$ cat src/rtl/fade_pkg.sv
package fade_pkg;

   typedef enum logic {
      FADE_DOWN = 1'b0,
      FADE_UP   = 1'b1
   } fade_dir_e;

endpackage

$ cat src/rtl/fade_interval_ctr.sv
// Counts accepted period strobes and fires when the programmed interval is reached.
module fade_interval_ctr #(
   parameter int CYC_W = 10
) (
   input  logic             clk_i,
   input  logic             rst_ni,
   input  logic             clear_i,
   input  logic             adv_i,
   input  logic [CYC_W-1:0] limit_i,
   output logic             fire_o
);
   localparam int CW = CYC_W + 1;

   logic [CYC_W-1:0] cnt_q;
   logic [CW-1:0]    eff_lim;
   logic [CW-1:0]    cnt_nx;

   generate
      if (CYC_W < 1) begin : g_bad_width
         $error("fade_interval_ctr: CYC_W must be at least 1");
      end
   endgenerate

   always_comb begin
      eff_lim = (limit_i == '0) ? CW'(1) : {1'b0, limit_i};
      cnt_nx  = {1'b0, cnt_q} + CW'(1);
      fire_o  = adv_i && (cnt_nx >= eff_lim);
   end

   always_ff @(posedge clk_i or negedge rst_ni) begin
      if (!rst_ni) begin
         cnt_q <= '0;
      end else if (clear_i || fire_o) begin
         cnt_q <= '0;
      end else if (adv_i) begin
         cnt_q <= cnt_nx[CYC_W-1:0];
      end
   end


   cnt_below_limit_chk : assert property (@(posedge clk_i) disable iff (!rst_ni)
      (limit_i != '0 && adv_i && !clear_i && !fire_o) |=> (cnt_q != '0));

endmodule

$ cat src/rtl/fade_step_unit.sv
// Combinational step: adds or subtracts the step, clamping or wrapping per SATURATE.
module fade_step_unit
   import fade_pkg::*;
#(
   parameter int DUTY_W   = 25,
   parameter int STEP_W   = 10,
   parameter bit SATURATE = 1'b1
) (
   input  logic [DUTY_W-1:0] cur_i,
   input  logic [STEP_W-1:0] step_i,
   input  fade_dir_e         dir_i,
   output logic [DUTY_W-1:0] nxt_o
);
   localparam int SW = DUTY_W + 1;

   logic [DUTY_W-1:0] step_ext;
   logic [SW-1:0]     sum;

   generate
      if (STEP_W > DUTY_W) begin : g_bad_width
         $error("fade_step_unit: STEP_W must not exceed DUTY_W");
      end
   endgenerate

   assign step_ext = DUTY_W'(step_i);
   assign sum      = {1'b0, cur_i} + {1'b0, step_ext};

   generate
      if (SATURATE) begin : g_clamp
         always_comb begin
            if (dir_i == FADE_UP) begin
               nxt_o = sum[DUTY_W] ? {DUTY_W{1'b1}} : sum[DUTY_W-1:0];
            end else begin
               nxt_o = (cur_i < step_ext) ? '0 : (cur_i - step_ext);
            end
         end

         always_comb begin
            clamp_dir_chk : assert ((dir_i == FADE_UP) ? (nxt_o >= cur_i) : (nxt_o <= cur_i));
         end
      end else begin : g_wrap
         always_comb begin
            if (dir_i == FADE_UP) nxt_o = sum[DUTY_W-1:0];
            else                  nxt_o = cur_i - step_ext;
         end
      end
   endgenerate

endmodule

$ cat src/rtl/fade_seq.sv
// Tracks busy state and remaining steps; produces the done event.
module fade_seq #(
   parameter int NUM_W = 10
) (
   input  logic             clk_i,
   input  logic             rst_ni,
   input  logic             start_i,
   input  logic [NUM_W-1:0] count_i,
   input  logic             period_tick_i,
   input  logic             fire_i,
   output logic             adv_o,
   output logic             busy_o,
   output logic             done_o
);
   logic [NUM_W-1:0] rem_q;
   logic             tick_ok;
   logic             zero_end;

   generate
      if (NUM_W < 1) begin : g_bad_width
         $error("fade_seq: NUM_W must be at least 1");
      end
   endgenerate

   assign tick_ok  = period_tick_i && busy_o && !start_i;
   assign zero_end = tick_ok && (rem_q == '0);
   assign adv_o    = tick_ok && (rem_q != '0);

   always_ff @(posedge clk_i or negedge rst_ni) begin
      if (!rst_ni) begin
         busy_o <= 1'b0;
         rem_q  <= '0;
         done_o <= 1'b0;
      end else begin
         done_o <= 1'b0;
         if (start_i) begin
            busy_o <= 1'b1;
            rem_q  <= count_i;
         end else if (zero_end) begin
            busy_o <= 1'b0;
            done_o <= 1'b1;
         end else if (fire_i) begin
            rem_q <= rem_q - NUM_W'(1);
            if (rem_q == NUM_W'(1)) begin
               busy_o <= 1'b0;
               done_o <= 1'b1;
            end
         end
      end
   end


   done_single_chk : assert property (@(posedge clk_i) disable iff (!rst_ni)
      done_o |=> !done_o);


   done_idle_chk : assert property (@(posedge clk_i) disable iff (!rst_ni)
      done_o |-> !busy_o);


   rem_no_rise_chk : assert property (@(posedge clk_i) disable iff (!rst_ni)
      !start_i |=> (rem_q <= $past(rem_q)));


   start_busy_chk : assert property (@(posedge clk_i) disable iff (!rst_ni)
      start_i |=> busy_o);

endmodule

$ cat src/rtl/duty_fade_engine.sv
module duty_fade_engine
   import fade_pkg::*;
#(
   parameter int DUTY_W   = 25,
   parameter int STEP_W   = 10,
   parameter int CYC_W    = 10,
   parameter int NUM_W    = 10,
   parameter bit SATURATE = 1'b1
) (
   input  logic              clk_i,
   input  logic              rst_ni,
   input  logic              start_i,
   input  logic [STEP_W-1:0] step_i,
   input  logic [CYC_W-1:0]  cycle_i,
   input  logic [NUM_W-1:0]  count_i,
   input  logic              up_i,
   input  logic              duty_wr_i,
   input  logic [DUTY_W-1:0] duty_wdata_i,
   input  logic              period_tick_i,
   output logic [DUTY_W-1:0] duty_o,
   output logic              busy_o,
   output logic              done_o
);
   logic [STEP_W-1:0] step_q;
   logic [CYC_W-1:0]  cyc_q;
   fade_dir_e         dir_q;
   logic [DUTY_W-1:0] duty_q;
   logic [DUTY_W-1:0] duty_nx;
   logic              adv;
   logic              fire;

   always_ff @(posedge clk_i or negedge rst_ni) begin
      if (!rst_ni) begin
         step_q <= '0;
         cyc_q  <= '0;
         dir_q  <= FADE_DOWN;
      end else if (start_i) begin
         step_q <= step_i;
         cyc_q  <= cycle_i;
         dir_q  <= fade_dir_e'(up_i);
      end
   end

   fade_seq #(.NUM_W(NUM_W)) u_seq (
      .clk_i         (clk_i),
      .rst_ni        (rst_ni),
      .start_i       (start_i),
      .count_i       (count_i),
      .period_tick_i (period_tick_i),
      .fire_i        (fire),
      .adv_o         (adv),
      .busy_o        (busy_o),
      .done_o        (done_o)
   );

   fade_interval_ctr #(.CYC_W(CYC_W)) u_ivl (
      .clk_i   (clk_i),
      .rst_ni  (rst_ni),
      .clear_i (start_i),
      .adv_i   (adv),
      .limit_i (cyc_q),
      .fire_o  (fire)
   );

   fade_step_unit #(
      .DUTY_W   (DUTY_W),
      .STEP_W   (STEP_W),
      .SATURATE (SATURATE)
   ) u_step (
      .cur_i  (duty_q),
      .step_i (step_q),
      .dir_i  (dir_q),
      .nxt_o  (duty_nx)
   );

   always_ff @(posedge clk_i or negedge rst_ni) begin
      if (!rst_ni) begin
         duty_q <= '0;
      end else if (duty_wr_i && !busy_o) begin
         duty_q <= duty_wdata_i;
      end else if (fire) begin
         duty_q <= duty_nx;
      end
   end

   assign duty_o = duty_q;


   idle_hold_chk : assert property (@(posedge clk_i) disable iff (!rst_ni)
      (!busy_o && !duty_wr_i) |=> $stable(duty_o));


   busy_wr_drop_chk : assert property (@(posedge clk_i) disable iff (!rst_ni)
      (busy_o && !period_tick_i) |=> $stable(duty_o));


   start_tick_drop_chk : assert property (@(posedge clk_i) disable iff (!rst_ni)
      (start_i && busy_o) |=> $stable(duty_o));


   idle_no_done_chk : assert property (@(posedge clk_i) disable iff (!rst_ni)
      (!busy_o && !start_i) |=> !done_o);

endmodule

$ cat config.mk
export PLATFORM = sky130hd
export DESIGN_NAME = duty_fade_engine
export DESIGN_NICKNAME = d
export VERILOG_FILES = /design/src/rtl/fade_pkg.sv /design/src/rtl/fade_interval_ctr.sv /design/src/rtl/fade_step_unit.sv /design/src/rtl/fade_seq.sv /design/src/rtl/duty_fade_engine.sv
export SDC_FILE = /design/constraint.sdc
export NUM_CORES = 1
export LEC_CHECK = 0
export ABC_CLOCK_PERIOD_IN_PS = 3900
export BUFFER_PORTS_ARGS = -buffer_cell sky130_fd_sc_hd__buf_4
export CAP_MARGIN = 20
export CORE_MARGIN = 5
export CORE_UTILIZATION = 59
export CTS_BUF_LIST = sky130_fd_sc_hd__clkbuf_8
export DETAILED_ROUTE_END_ITERATION = 8
export PLACE_DENSITY_LB_ADDON = 0.08
export RECOVER_POWER = 50
export SLEW_MARGIN = 20
export SYNTH_ARGS = -nofsm -noshare
export SYNTH_HDL_FRONTEND = slang
export SYNTH_SLANG_ARGS = --single-unit
$ cat constraint.sdc
create_clock -name clk_i -period 3.9 [get_ports clk_i]
set_input_delay 0.39 -clock clk_i [delete_from_list [all_inputs] [get_ports clk_i]]
set_output_delay 0.39 -clock clk_i [all_outputs]
set_load 0.01 [all_outputs]
==> metrics, run 1 <==
area added between synthesis and finish=18.3%; TritonCTS clock tree=built; top cell type by total area after synthesis=sky130_fd_sc_hd__dfrtp_1; initial antenna violation count=0; type of the setup path with the least slack=flip-flop to flip-flop; EDFF count, synth=0; finished layout cell area=6070 um2; number of cells traversed by the worst hold path=2; maximum number of pins on one net before global-route repair=between 60 and 70; setup slack of the worst register-to-register path=approximately 0.32 ns; Syn Nets=730; share of synthesized area occupied by flip-flops and latches=0.331; gate count after technology mapping=about 630; TritonCTS Buffers=9; skew final=between 0.015 and 0.02 ns; clk slew on worst S/H paths=about 0.090 ns; antenna cells=0; buffers from clock root to sink, at most=2; cell row count=34; synthesized flop and latch total=slightly below 70; count of cells along the worst register-to-register path=13; FF-to-FF Start=u_ivl.cnt_q[0]; wire length after detailed routing=~14000 um; IR Drop Worst-Case VDD=around 0.26 mV; commonest non-fill, non-tap cells in the layout=sky130_fd_sc_hd__buf_4 (94), sky130_fd_sc_hd__nand2_1 (70), sky130_fd_sc_hd__dfrtp_1 (68); setup repair after global routing missed its margin=false; core area=between 8000 and 9000 um2; DP Wirelength=10200 um; DRC marker count from the first detailed-route iteration=around 350; predominant post-synthesis flop cell=sky130_fd_sc_hd__dfrtp_1; largest fanout on the critical path=10; leading cell type in the layout, fill and taps excluded=sky130_fd_sc_hd__buf_4; slew margin rel.=-0.546; area share of the largest cell type after synthesis=0.331; nature of the critical path startpoint=flip-flop; count of endpoints failing setup in the final report=0; transition at the pin with the smallest max-transition slack=between 2 and 2.5 ns; number of iterations in the first detailed-routing pass=5; cell type group with the largest total delay on the critical path=compound AO/OA/AOI/OAI gates; post-cts hold buffer count=0; HP Class=primary input to flip-flop; number of inserted filler cells in the final layout=between 700 and 800; global placement routability congestion=between 0.9 and 1; global-route wire length before repair=approximately 23000 um; top achievable clock speed=0.279 GHz; required time of the critical path=just over 4 ns; leakage dissipation=approximately 2.8 nW; number of nets in the final layout=~800; DIE AREA=~11000 um2; utilization after layout=0.707; crit path buf inv count=0; clock insertion delay at the later pin of the skew report=between 0.3 and 0.4 ns; final-layout setup total negative slack=0 ns; Slew Limit Fails=between 100 and 150; number of port buffers=87; area used by multi-input combinational logic=3150 um2; arrival time of data at the critical path endpoint=~3.8 ns; number of vias after detailed routing=about 5100; final standard cell count with taps included and fillers excluded=between 800 and 900; vias per std cell=between 6 and 7; clock root buffer=sky130_fd_sc_hd__clkbuf_8; Post-synth ARST share=1.00; Avg Cell Area, Syn=around 8.1 um2; quantity of gates resized following cts=0; via count of the first global-routing pass=a little under 5000; origin of the worst min-delay path=duty_wdata_i[1]; Pwr Density=486 nW/um2; hold slack=between 0.2 and 0.25 ns; Period Utilization, post-route=0.918; horizontal die dimension=103 um; total of warnings raised by yosys=0; initial cell density of the core=0.598; remaining global-route overflow=0; failing checks=capacitance limit, slew limit; post-detailed-route count of antenna-violating nets=0; Hold EP=duty_o[1]; maximum capacitance violations=2; routed wire length per instance=17.6 um; minimum clock period=between 3 and 4 ns; # H-tree levels=3; Boundary Pins=a little under 90; capture instance of the worst register-to-register path=duty_o[11]; clk sink count=68; ratio of cells with drive above 1 in the final layout=0.176; FF+latch area=1700 um2; Distinct cells, synth=between 60 and 70; total routing usage reported by global routing=0.276; number of placed instances, taps included=~800; chain of cells forming the critical path=ha_1, and3_1, and3_1, nand3_1, xnor2_1, ha_1, o21a_1, o21ai_0, o21ai_1, and2_1, o21ai_1, a211o_1, a22o_1; post-synthesis instance area=about 5000 um2; residual DRC count=0; Area after DPL=slightly below 6000 um2; slowest library cell on the worst path=sky130_fd_sc_hd__dfrtp_1; largest stage delay on the critical path=~0.43 ns; outcome=finished, violations left; Vert. Die Dim=103 um; total setup buffers inserted after CTS=0; top area cells in the synthesized netlist=sky130_fd_sc_hd__dfrtp_1 (33%), sky130_fd_sc_hd__ha_1 (8.0%), sky130_fd_sc_hd__o21ai_0 (5.9%); final hold violation count=0; Worst Setup End Kind=flip-flop
## where the power goes
part	switching, mW	internal [mW]
Clock	0.299	0.423
Sequential	0.183	0.817
Combinational	0.684	0.545
Total	1.17	1.79
## final cells by class
type	instances	area share
Clock buffer	9	0.0204
Clock inverter	7	0.0192
Inverter	36	0.0222
Multi-Input combinational cell	494	0.518
Sequential cell	68	0.280
Tap cell	108	0.0222
Timing Repair Buffer	96	0.118
## worst max-delay path by stage
stage | startpoint | end | slack [ns] | cells after the start
final | u_ivl.cnt_q[0] | duty_o[11] | 0.32 | 13
after floorplan | u_ivl.cnt_q[0] | duty_o[17] | 0.94 | 15
after detailed placement | u_ivl.cnt_q[0] | duty_o[11] | 0.41 | 13
after global placement | u_ivl.cnt_q[0] | duty_o[21] | 0.48 | 14
after global routing | u_ivl.cnt_q[0] | u_seq.busy_o | 0.02 | 14
after CTS | u_ivl.cnt_q[0] | duty_o[11] | 0.37 | 13
## Yosys cell counts, types with 4 or more instances
| cell type | instances |
|---|---|
| sky130_fd_sc_hd__a211oi_1 | 5 |
| sky130_fd_sc_hd__nor2_1 | 35 |
| sky130_fd_sc_hd__nand2_1 | 70 |
| sky130_fd_sc_hd__o31ai_1 | 4 |
| sky130_fd_sc_hd__a21o_1 | 4 |
| sky130_fd_sc_hd__and3_1 | 12 |
| sky130_fd_sc_hd__a31o_2 | 4 |
| sky130_fd_sc_hd__o21ai_1 | 8 |
| sky130_fd_sc_hd__o21ai_0 | 61 |
| sky130_fd_sc_hd__o22ai_1 | 14 |
| sky130_fd_sc_hd__nand3_1 | 27 |
| sky130_fd_sc_hd__nor2b_1 | 5 |
| sky130_fd_sc_hd__or3_1 | 7 |
| sky130_fd_sc_hd__clkbuf_1 | 29 |
| sky130_fd_sc_hd__and2_1 | 4 |
| sky130_fd_sc_hd__xnor2_1 | 9 |
| sky130_fd_sc_hd__xor2_1 | 20 |
| sky130_fd_sc_hd__a31oi_1 | 8 |
| sky130_fd_sc_hd__ha_1 | 33 |
| sky130_fd_sc_hd__o211ai_1 | 10 |
| sky130_fd_sc_hd__buf_2 | 4 |
| sky130_fd_sc_hd__a211o_1 | 5 |
| sky130_fd_sc_hd__nor4_1 | 4 |
| sky130_fd_sc_hd__nand4_1 | 5 |
| sky130_fd_sc_hd__nand4b_1 | 4 |
| sky130_fd_sc_hd__dfrtp_1 | 68 |
| sky130_fd_sc_hd__nor3_1 | 27 |
| sky130_fd_sc_hd__a21oi_1 | 38 |
| sky130_fd_sc_hd__nand2b_1 | 13 |
| sky130_fd_sc_hd__inv_1 | 36 |
## per-layer routing
metal,track usage,up-vias,part of all wire
met5,0,-,0.0016
met4,0.0966,2,0.030
met3,0.0543,47,0.087
met2,0.481,249,0.49
met1,0.340,2392,0.39
li1,-,2444,-
## state kept, by name, summed over array words and instances (netlist names)
name	flops
duty_o	25
cyc_q	10
step_q	10
u_ivl.cnt_q	10
u_seq.rem_q	10
dir_q	1
u_seq.busy_o	1
u_seq.done_o	1
## per-stage QoR
stage	power, mW	setup slack (ns)
after floorplan	1.82	0.944
after global placement	2.18	0.484
after detailed placement	2.21	0.408
after CTS	2.95	0.366
after global routing	3.15	0.0243
final	2.95	0.319
## cell families after synthesis
kind of cell    synth area share
buf+inv                   0.0558
xor+xnor                  0.0495
fa+ha+maj                 0.0882
simple gates               0.227
mux                      0.00634
flops                      0.331
compound gates             0.242
No activity file was read; power rests on OpenSTA's default activity.
==> run 2, diff against run 1 <==
==> constraint.sdc (replaced) <==
create_clock -name clk_i -period 3.9 [get_ports clk_i]
set_input_delay 0.78 -clock clk_i [delete_from_list [all_inputs] [get_ports clk_i]]
set_output_delay 0.78 -clock clk_i [all_outputs]
set_load 0.01 [all_outputs]
==> run 2 against run 1 <==
Net effect:
- the run still ends with capacitance limit, slew limit left
- clock power is essentially flat
- utilization rose by 0.22 points
- combinational power about the same
- maximum frequency up 2.1%
- die area is the same
- first-iteration DRC count is 0.29% lower
- clock skew grew 0.00086 ns
==> metrics, run 2 (synthesis gave the netlist of run 1 again) <==
TritonCTS clock tree=built; remaining global-route overflow=0 (unchanged); leakage dissipation=2.78 nW (+0.47%); residual DRC count=0 (unchanged); horizontal die dimension=103 um (unchanged); number of nets in the final layout=803 (+0.25%); post-detailed-route count of antenna-violating nets=0 (unchanged); failing checks=capacitance limit, slew limit; transition at the pin with the smallest max-transition slack=1.70 ns (-0.618 ns); type of the setup path with the least slack=flip-flop to flip-flop; commonest non-fill, non-tap cells in the layout=sky130_fd_sc_hd__buf_4 (97), sky130_fd_sc_hd__nand2_1 (70), sky130_fd_sc_hd__dfrtp_1 (68); flip-flop count of the largest register after layout=25 (unchanged); cell row count=34 (unchanged); maximum capacitance violations=1 (-1); top achievable clock speed=0.285 GHz (+2.1%); routed wire length per instance=17.3 um (-2.0%); skew final=0.0162 ns (+0.000855 ns); vias per std cell=6.23 (-0.67%); Boundary Pins=88 (unchanged); clk slew on worst S/H paths=0.07 ns (-0.02 ns); # H-tree levels=3 (unchanged); slew margin rel.=-0.135 (+0.412); largest fanout on the critical path=10 (unchanged); clk sink count=68 (unchanged); ratio of cells with drive above 1 in the final layout=0.180 (+0.00372); HP Class=flip-flop to flip-flop; final-layout setup total negative slack=0 ns (unchanged); setup repair after global routing missed its margin=false; via count of the first global-routing pass=4848 (-1.1%); Pwr Density=483 nW/um2 (-0.49%); nature of the critical path startpoint=flip-flop; clock insertion delay at the later pin of the skew report=0.36 ns (about the same); total routing usage reported by global routing=0.271 (-0.00453); number of port buffers=87 (unchanged); DRC marker count from the first detailed-route iteration=344 (-0.29%); initial antenna violation count=0 (unchanged); count of endpoints failing setup in the final report=0 (unchanged); PnR Total Power=2.95 mW (-0.18%); TritonCTS Buffers=9 (unchanged); number of iterations in the first detailed-routing pass=5 (unchanged); quantity of gates resized following cts=0 (unchanged); antenna cells=0 (unchanged); arrival time of data at the critical path endpoint=3.75 ns (-0.08 ns); Period Utilization, post-route=0.899 (-0.0188); IR Drop Worst-Case VDD=0.252 mV (-3.7%); final hold violation count=0 (unchanged); global-route wire length before repair=22900 um (-1.9%); outcome=finished, violations left; global placement routability congestion=0.970 (-0.18%); Vert. Die Dim=103 um (unchanged); total setup buffers inserted after CTS=0 (unchanged); Worst Setup End Kind=flip-flop; core area=8590 um2 (unchanged); Slew Limit Fails=69 (-49%); buffers from clock root to sink, at most=2 (unchanged); maximum number of pins on one net before global-route repair=69 (unchanged); DP Wirelength=10200 um (-0.25%); DIE AREA=10700 um2 (unchanged); wire length after detailed routing=14200 um (-1.8%); clock root buffer=sky130_fd_sc_hd__clkbuf_8; required time of the critical path=4.15 ns (about the same); post-cts hold buffer count=0 (unchanged); initial cell density of the core=0.598 (unchanged); area added between synthesis and finish=18.6%; number of vias after detailed routing=5112 (-0.43%); minimum clock period=3.51 ns (-0.0735 ns); leading cell type in the layout, fill and taps excluded=sky130_fd_sc_hd__buf_4
==> run 2: changes by cell type in the layout (fill, tap and decap cells not counted) <==
cell,before,now
sky130_fd_sc_hd__buf_4,94,97
sky130_fd_sc_hd__clkbuf_1,1,0
==> run 2: through the flow <==
step	hold slack, ns	util	std cells	area (um2)	worst slack [ns]
floorplan	0.475	-	634	5130	0.944
global placement	0.502	0.681	804	5850	0.500
detailed placement	0.507	0.681	804	5850	0.430
CTS	0.539	0.709	820	6090	0.381
global route	0.561	0.709	820	6090	0.0388
finish	0.532	0.709	820	6090	0.392
==> run 2: final timing paths <==
kind                                startpoint         end  slack [ns]  cells after the start
max in group asynchronous               rst_ni    cyc_q[3]        2.02                      1
min in group asynchronous               rst_ni   step_q[1]        0.83                      1
worst min-delay path                  cyc_q[0]    cyc_q[0]        0.53                      1
worst max register to register  u_ivl.cnt_q[0]  duty_o[11]        0.39                     13
worst min register to register        cyc_q[0]    cyc_q[0]        0.53                      1
worst max-delay path            u_ivl.cnt_q[0]  duty_o[11]        0.39                     13
==> run 2: per-layer routing <==
metal | GRT usage | vias to the layer above | share of wire
li1 | - | 2461 | -
met1 | 0.347 | 2370 | 0.40
met2 | 0.442 | 244 | 0.49
met3 | 0.0657 | 37 | 0.086
met4 | 0.110 | 0 | 0.027
met5 | 0 | - | 0
==> run 2: cell type report <==
cell class / count / area, um2
Multi-Input combinational cell: 494 / 3150
Inverter: 36 / 135
Clock inverter: 7 / 116
Fill cell: 692 / 2500
Tap cell: 108 / 135
Clock buffer: 9 / 124
Timing Repair Buffer: 98 / 733
Sequential cell: 68 / 1700
==> run 2: critical path, cell delays in order, from the launching register on <==
cell	delay [ns]
sky130_fd_sc_hd__dfrtp_1	0.42
sky130_fd_sc_hd__ha_1	0.24
sky130_fd_sc_hd__and3_1	0.22
sky130_fd_sc_hd__and3_1	0.22
sky130_fd_sc_hd__nand3_1	0.10
sky130_fd_sc_hd__xnor2_1	0.17
sky130_fd_sc_hd__ha_1	0.29
sky130_fd_sc_hd__o21a_1	0.11
sky130_fd_sc_hd__o21ai_0	0.10
sky130_fd_sc_hd__o21ai_1	0.25
sky130_fd_sc_hd__and2_1	0.38
sky130_fd_sc_hd__o21ai_1	0.39
sky130_fd_sc_hd__a211o_1	0.34
sky130_fd_sc_hd__a22o_1	0.17
==> run 2: where the power goes <==
group	switching, mW	internal [mW]
clock network	0.297	0.424
logic	0.683	0.545
registers	0.180	0.816
==> run 3, diff against run 2 <==
--- a/config.mk
+++ b/config.mk
@@ -5,11 +5,11 @@
 export SDC_FILE = /design/constraint.sdc
 export NUM_CORES = 1
 export LEC_CHECK = 0
-export ABC_CLOCK_PERIOD_IN_PS = 3900
+export ABC_CLOCK_PERIOD_IN_PS = 2850
 export BUFFER_PORTS_ARGS = -buffer_cell sky130_fd_sc_hd__buf_4
 export CAP_MARGIN = 20
 export CORE_MARGIN = 5
-export CORE_UTILIZATION = 59
+export CORE_UTILIZATION = 53
 export CTS_BUF_LIST = sky130_fd_sc_hd__clkbuf_8
 export DETAILED_ROUTE_END_ITERATION = 8
 export PLACE_DENSITY_LB_ADDON = 0.08
==> constraint.sdc (replaced) <==
create_clock -name clk_i -period 2.85 [get_ports clk_i]
set_input_delay 0.57 -clock clk_i [delete_from_list [all_inputs] [get_ports clk_i]]
set_output_delay 0.57 -clock clk_i [all_outputs]
set_load 0.01 [all_outputs]
==> run 3 against run 2 <==
Net effect:
- the run ends with capacitance limit, slew limit, setup timing left
- critical path depth up 2
- cell area up 19%
- clock power up 18%
- worst hold slack got worse by 0.13 ns
- count of clock-buffer cells in the layout rose by 1
- first-iteration DRC count rose by 15%
- clock skew decreased by 0.0025 ns
- global-route usage up 1.3 points
- utilization grew 5.0 points
- final cell count rose by 14%
- power is 53% higher
- critical endpoint is now duty_o[21]
- largest power group unchanged
==> metrics, run 3 (synthesis gave the netlist of run 1 again) <==
clock insertion delay at the later pin of the skew report=0.37 ns (about the same); cell type group with the largest total delay on the critical path=compound AO/OA/AOI/OAI gates; Slew Limit Fails=69 (unchanged); number of iterations in the first detailed-routing pass=4 (-1); area used by multi-input combinational logic=3610 um2 (+15%); FF+latch area=1700 um2 (unchanged); ratio of cells with drive above 1 in the final layout=0.370 (+0.191); number of vias after detailed routing=5582 (+9.2%); required time of the critical path=3.13 ns (-1.02 ns); initial antenna violation count=0 (unchanged); antenna cells=0 (unchanged); number of inserted filler cells in the final layout=721 (+4.2%); clock root buffer=sky130_fd_sc_hd__clkbuf_8; global-route wire length before repair=26600 um (+16%); origin of the worst min-delay path=step_i[2]; wire length after detailed routing=16800 um (+19%); leading cell type in the layout, fill and taps excluded=sky130_fd_sc_hd__buf_4; core area=9590 um2 (+12%); skew final=0.0137 ns (-0.00249 ns); TritonCTS Buffers=9 (unchanged); post-cts hold buffer count=0 (unchanged); finished layout cell area=7280 um2 (+19%); clk slew on worst S/H paths=0.09 ns (+0.02 ns); crit path buf inv count=2 (+2); vias per std cell=5.97 (-4.2%); Boundary Pins=88 (unchanged); total routing usage reported by global routing=0.284 (+0.0127); final hold violation count=0 (unchanged); failing checks=capacitance limit, slew limit, setup timing; HP Class=primary input to flip-flop; transition at the pin with the smallest max-transition slack=1.76 ns (+0.0546 ns); # H-tree levels=3 (unchanged); count of endpoints failing setup in the final report=21 (+21); area added between synthesis and finish=41.8%; DP Wirelength=11600 um (+14%); utilization after layout=0.759 (+0.0498); Area after DPL=6460 um2 (+10%); Period Utilization, post-route=1.04 (+0.137); IR Drop Worst-Case VDD=0.346 mV (+37%); TritonCTS clock tree=built; DIE AREA=11800 um2 (+10%); CP startpoint=u_ivl.cnt_q[0]; outcome=finished, violations left; flip-flop count of the largest register after layout=25 (unchanged); number of nets in the final layout=893 (+11%); horizontal die dimension=108 um (+5.0%); PnR Total Power=4.51 mW (+53%); clk sink count=68 (unchanged); Pwr Density=620 nW/um2 (+28%); commonest non-fill, non-tap cells in the layout=sky130_fd_sc_hd__buf_4 (171), sky130_fd_sc_hd__nand2_1 (68), sky130_fd_sc_hd__dfrtp_1 (68); buffers from clock root to sink, at most=2 (unchanged); nature of the critical path startpoint=flip-flop; type of the setup path with the least slack=flip-flop to flip-flop; arrival time of data at the critical path endpoint=3.24 ns (-0.51 ns); via count of the first global-routing pass=5509 (+14%); DRC marker count from the first detailed-route iteration=396 (+15%); slowest library cell on the worst path=sky130_fd_sc_hd__dfrtp_1; slew margin rel.=-0.171 (-0.0364); largest stage delay on the critical path=0.37 ns (-0.05 ns); minimum clock period=2.95 ns (-0.553 ns); pre-CTS setup slack=-0.0703 ns (-0.500 ns); chain of cells forming the critical path=ha_2, and3_4, nand3_4, xnor2_2, ha_1, o21ai_0, o21ai_2, a21oi_4, o21ai_4, nand2_2, buf_8, nand2_4, buf_6, o22ai_1, a41oi_1; global placement routability congestion=0.932 (-3.9%); maximum capacitance violations=1 (unchanged); post-detailed-route count of antenna-violating nets=0 (unchanged); Setup WS post-layout=-0.105 ns (-0.497 ns); initial cell density of the core=0.535 (-0.0623); Vert. Die Dim=108 um (+5.0%); leakage dissipation=3.29 nW (+19%); cell row count=36 (+5.9%); Worst Setup End Kind=flip-flop; largest fanout on the critical path=7 (-3); residual DRC count=0 (unchanged); number of port buffers=87 (unchanged); maximum number of pins on one net before global-route repair=69 (unchanged); top achievable clock speed=0.338 GHz (+19%); setup repair after global routing missed its margin=true; routed wire length per instance=18.0 um (+4.1%); FF-to-FF Start=u_ivl.cnt_q[0]; remaining global-route overflow=0 (unchanged)
run 3: changes by cell type in the layout (fill, tap and decap cells not counted), sizes merged:
cell	delta
clkinvlp	+1
and2	+1
inv	+1
buf	+89
bufinv	-2
clkbuf	+1
clkinv	-1
run 3: where the power goes:
| part | internal, mW | switching [mW] |
|---|---|---|
| registers | 1.12 | 0.204 |
| logic | 1.12 | 1.22 |
| clock network | 0.428 | 0.423 |
| total | 2.67 | 1.84 |
run 3: per-layer routing:
| layer | part of all wire | GRT usage | vias up |
|---|---|---|---|
| met5 | 0 | 0 | - |
| met1 | 0.42 | 0.366 | 2689 |
| li1 | - | - | 2628 |
| met3 | 0.065 | 0.0472 | 32 |
| met2 | 0.50 | 0.482 | 233 |
| met4 | 0.019 | 0.0974 | 0 |
run 3: path summary, 6_finish.rpt:
path,slack (ns),endpoint,cells past startpoint
setup / recovery,-0.10,duty_o[21],15
hold / removal,0.40,step_q[2],3
setup reg to reg,-0.10,duty_o[21],15
hold reg to reg,0.53,cyc_q[0],1
max in group asynchronous,1.14,cyc_q[5],1
min in group asynchronous,0.67,step_q[1],1
run 3: worst min-delay path, cell delays in order:
cell and delay [ns]:
sky130_fd_sc_hd__buf_4 0.07, sky130_fd_sc_hd__nand2_1 0.04, sky130_fd_sc_hd__o21ai_0 0.05
run 3: what timing repair did:
action | CTS | global route
buffers inserted | 6 | 9
cloned | 1 | 0
setup endpoints to repair | 29 | 37
gates resized for setup | 24 | 94
pin swaps | 9 | 48
run 3: layout make-up:
class	instances	area share
multi-input cells	495	0.496
flip-flops and latches	68	0.234
repair buffers	187	0.201
well taps	133	0.0229
clock buffers	10	0.0189
inverters	36	0.0186
clock inverters	6	0.00877
run 3: stage by stage:
stage,hold WS (ns),TNS [ns],cells
floorplan,0.274,0,634
global placement,0.503,-0.0274,903
detailed placement,0.509,-0.425,903
CTS,0.360,0,926
global route,0.420,-4.91,935
finish,0.404,-1.08,935
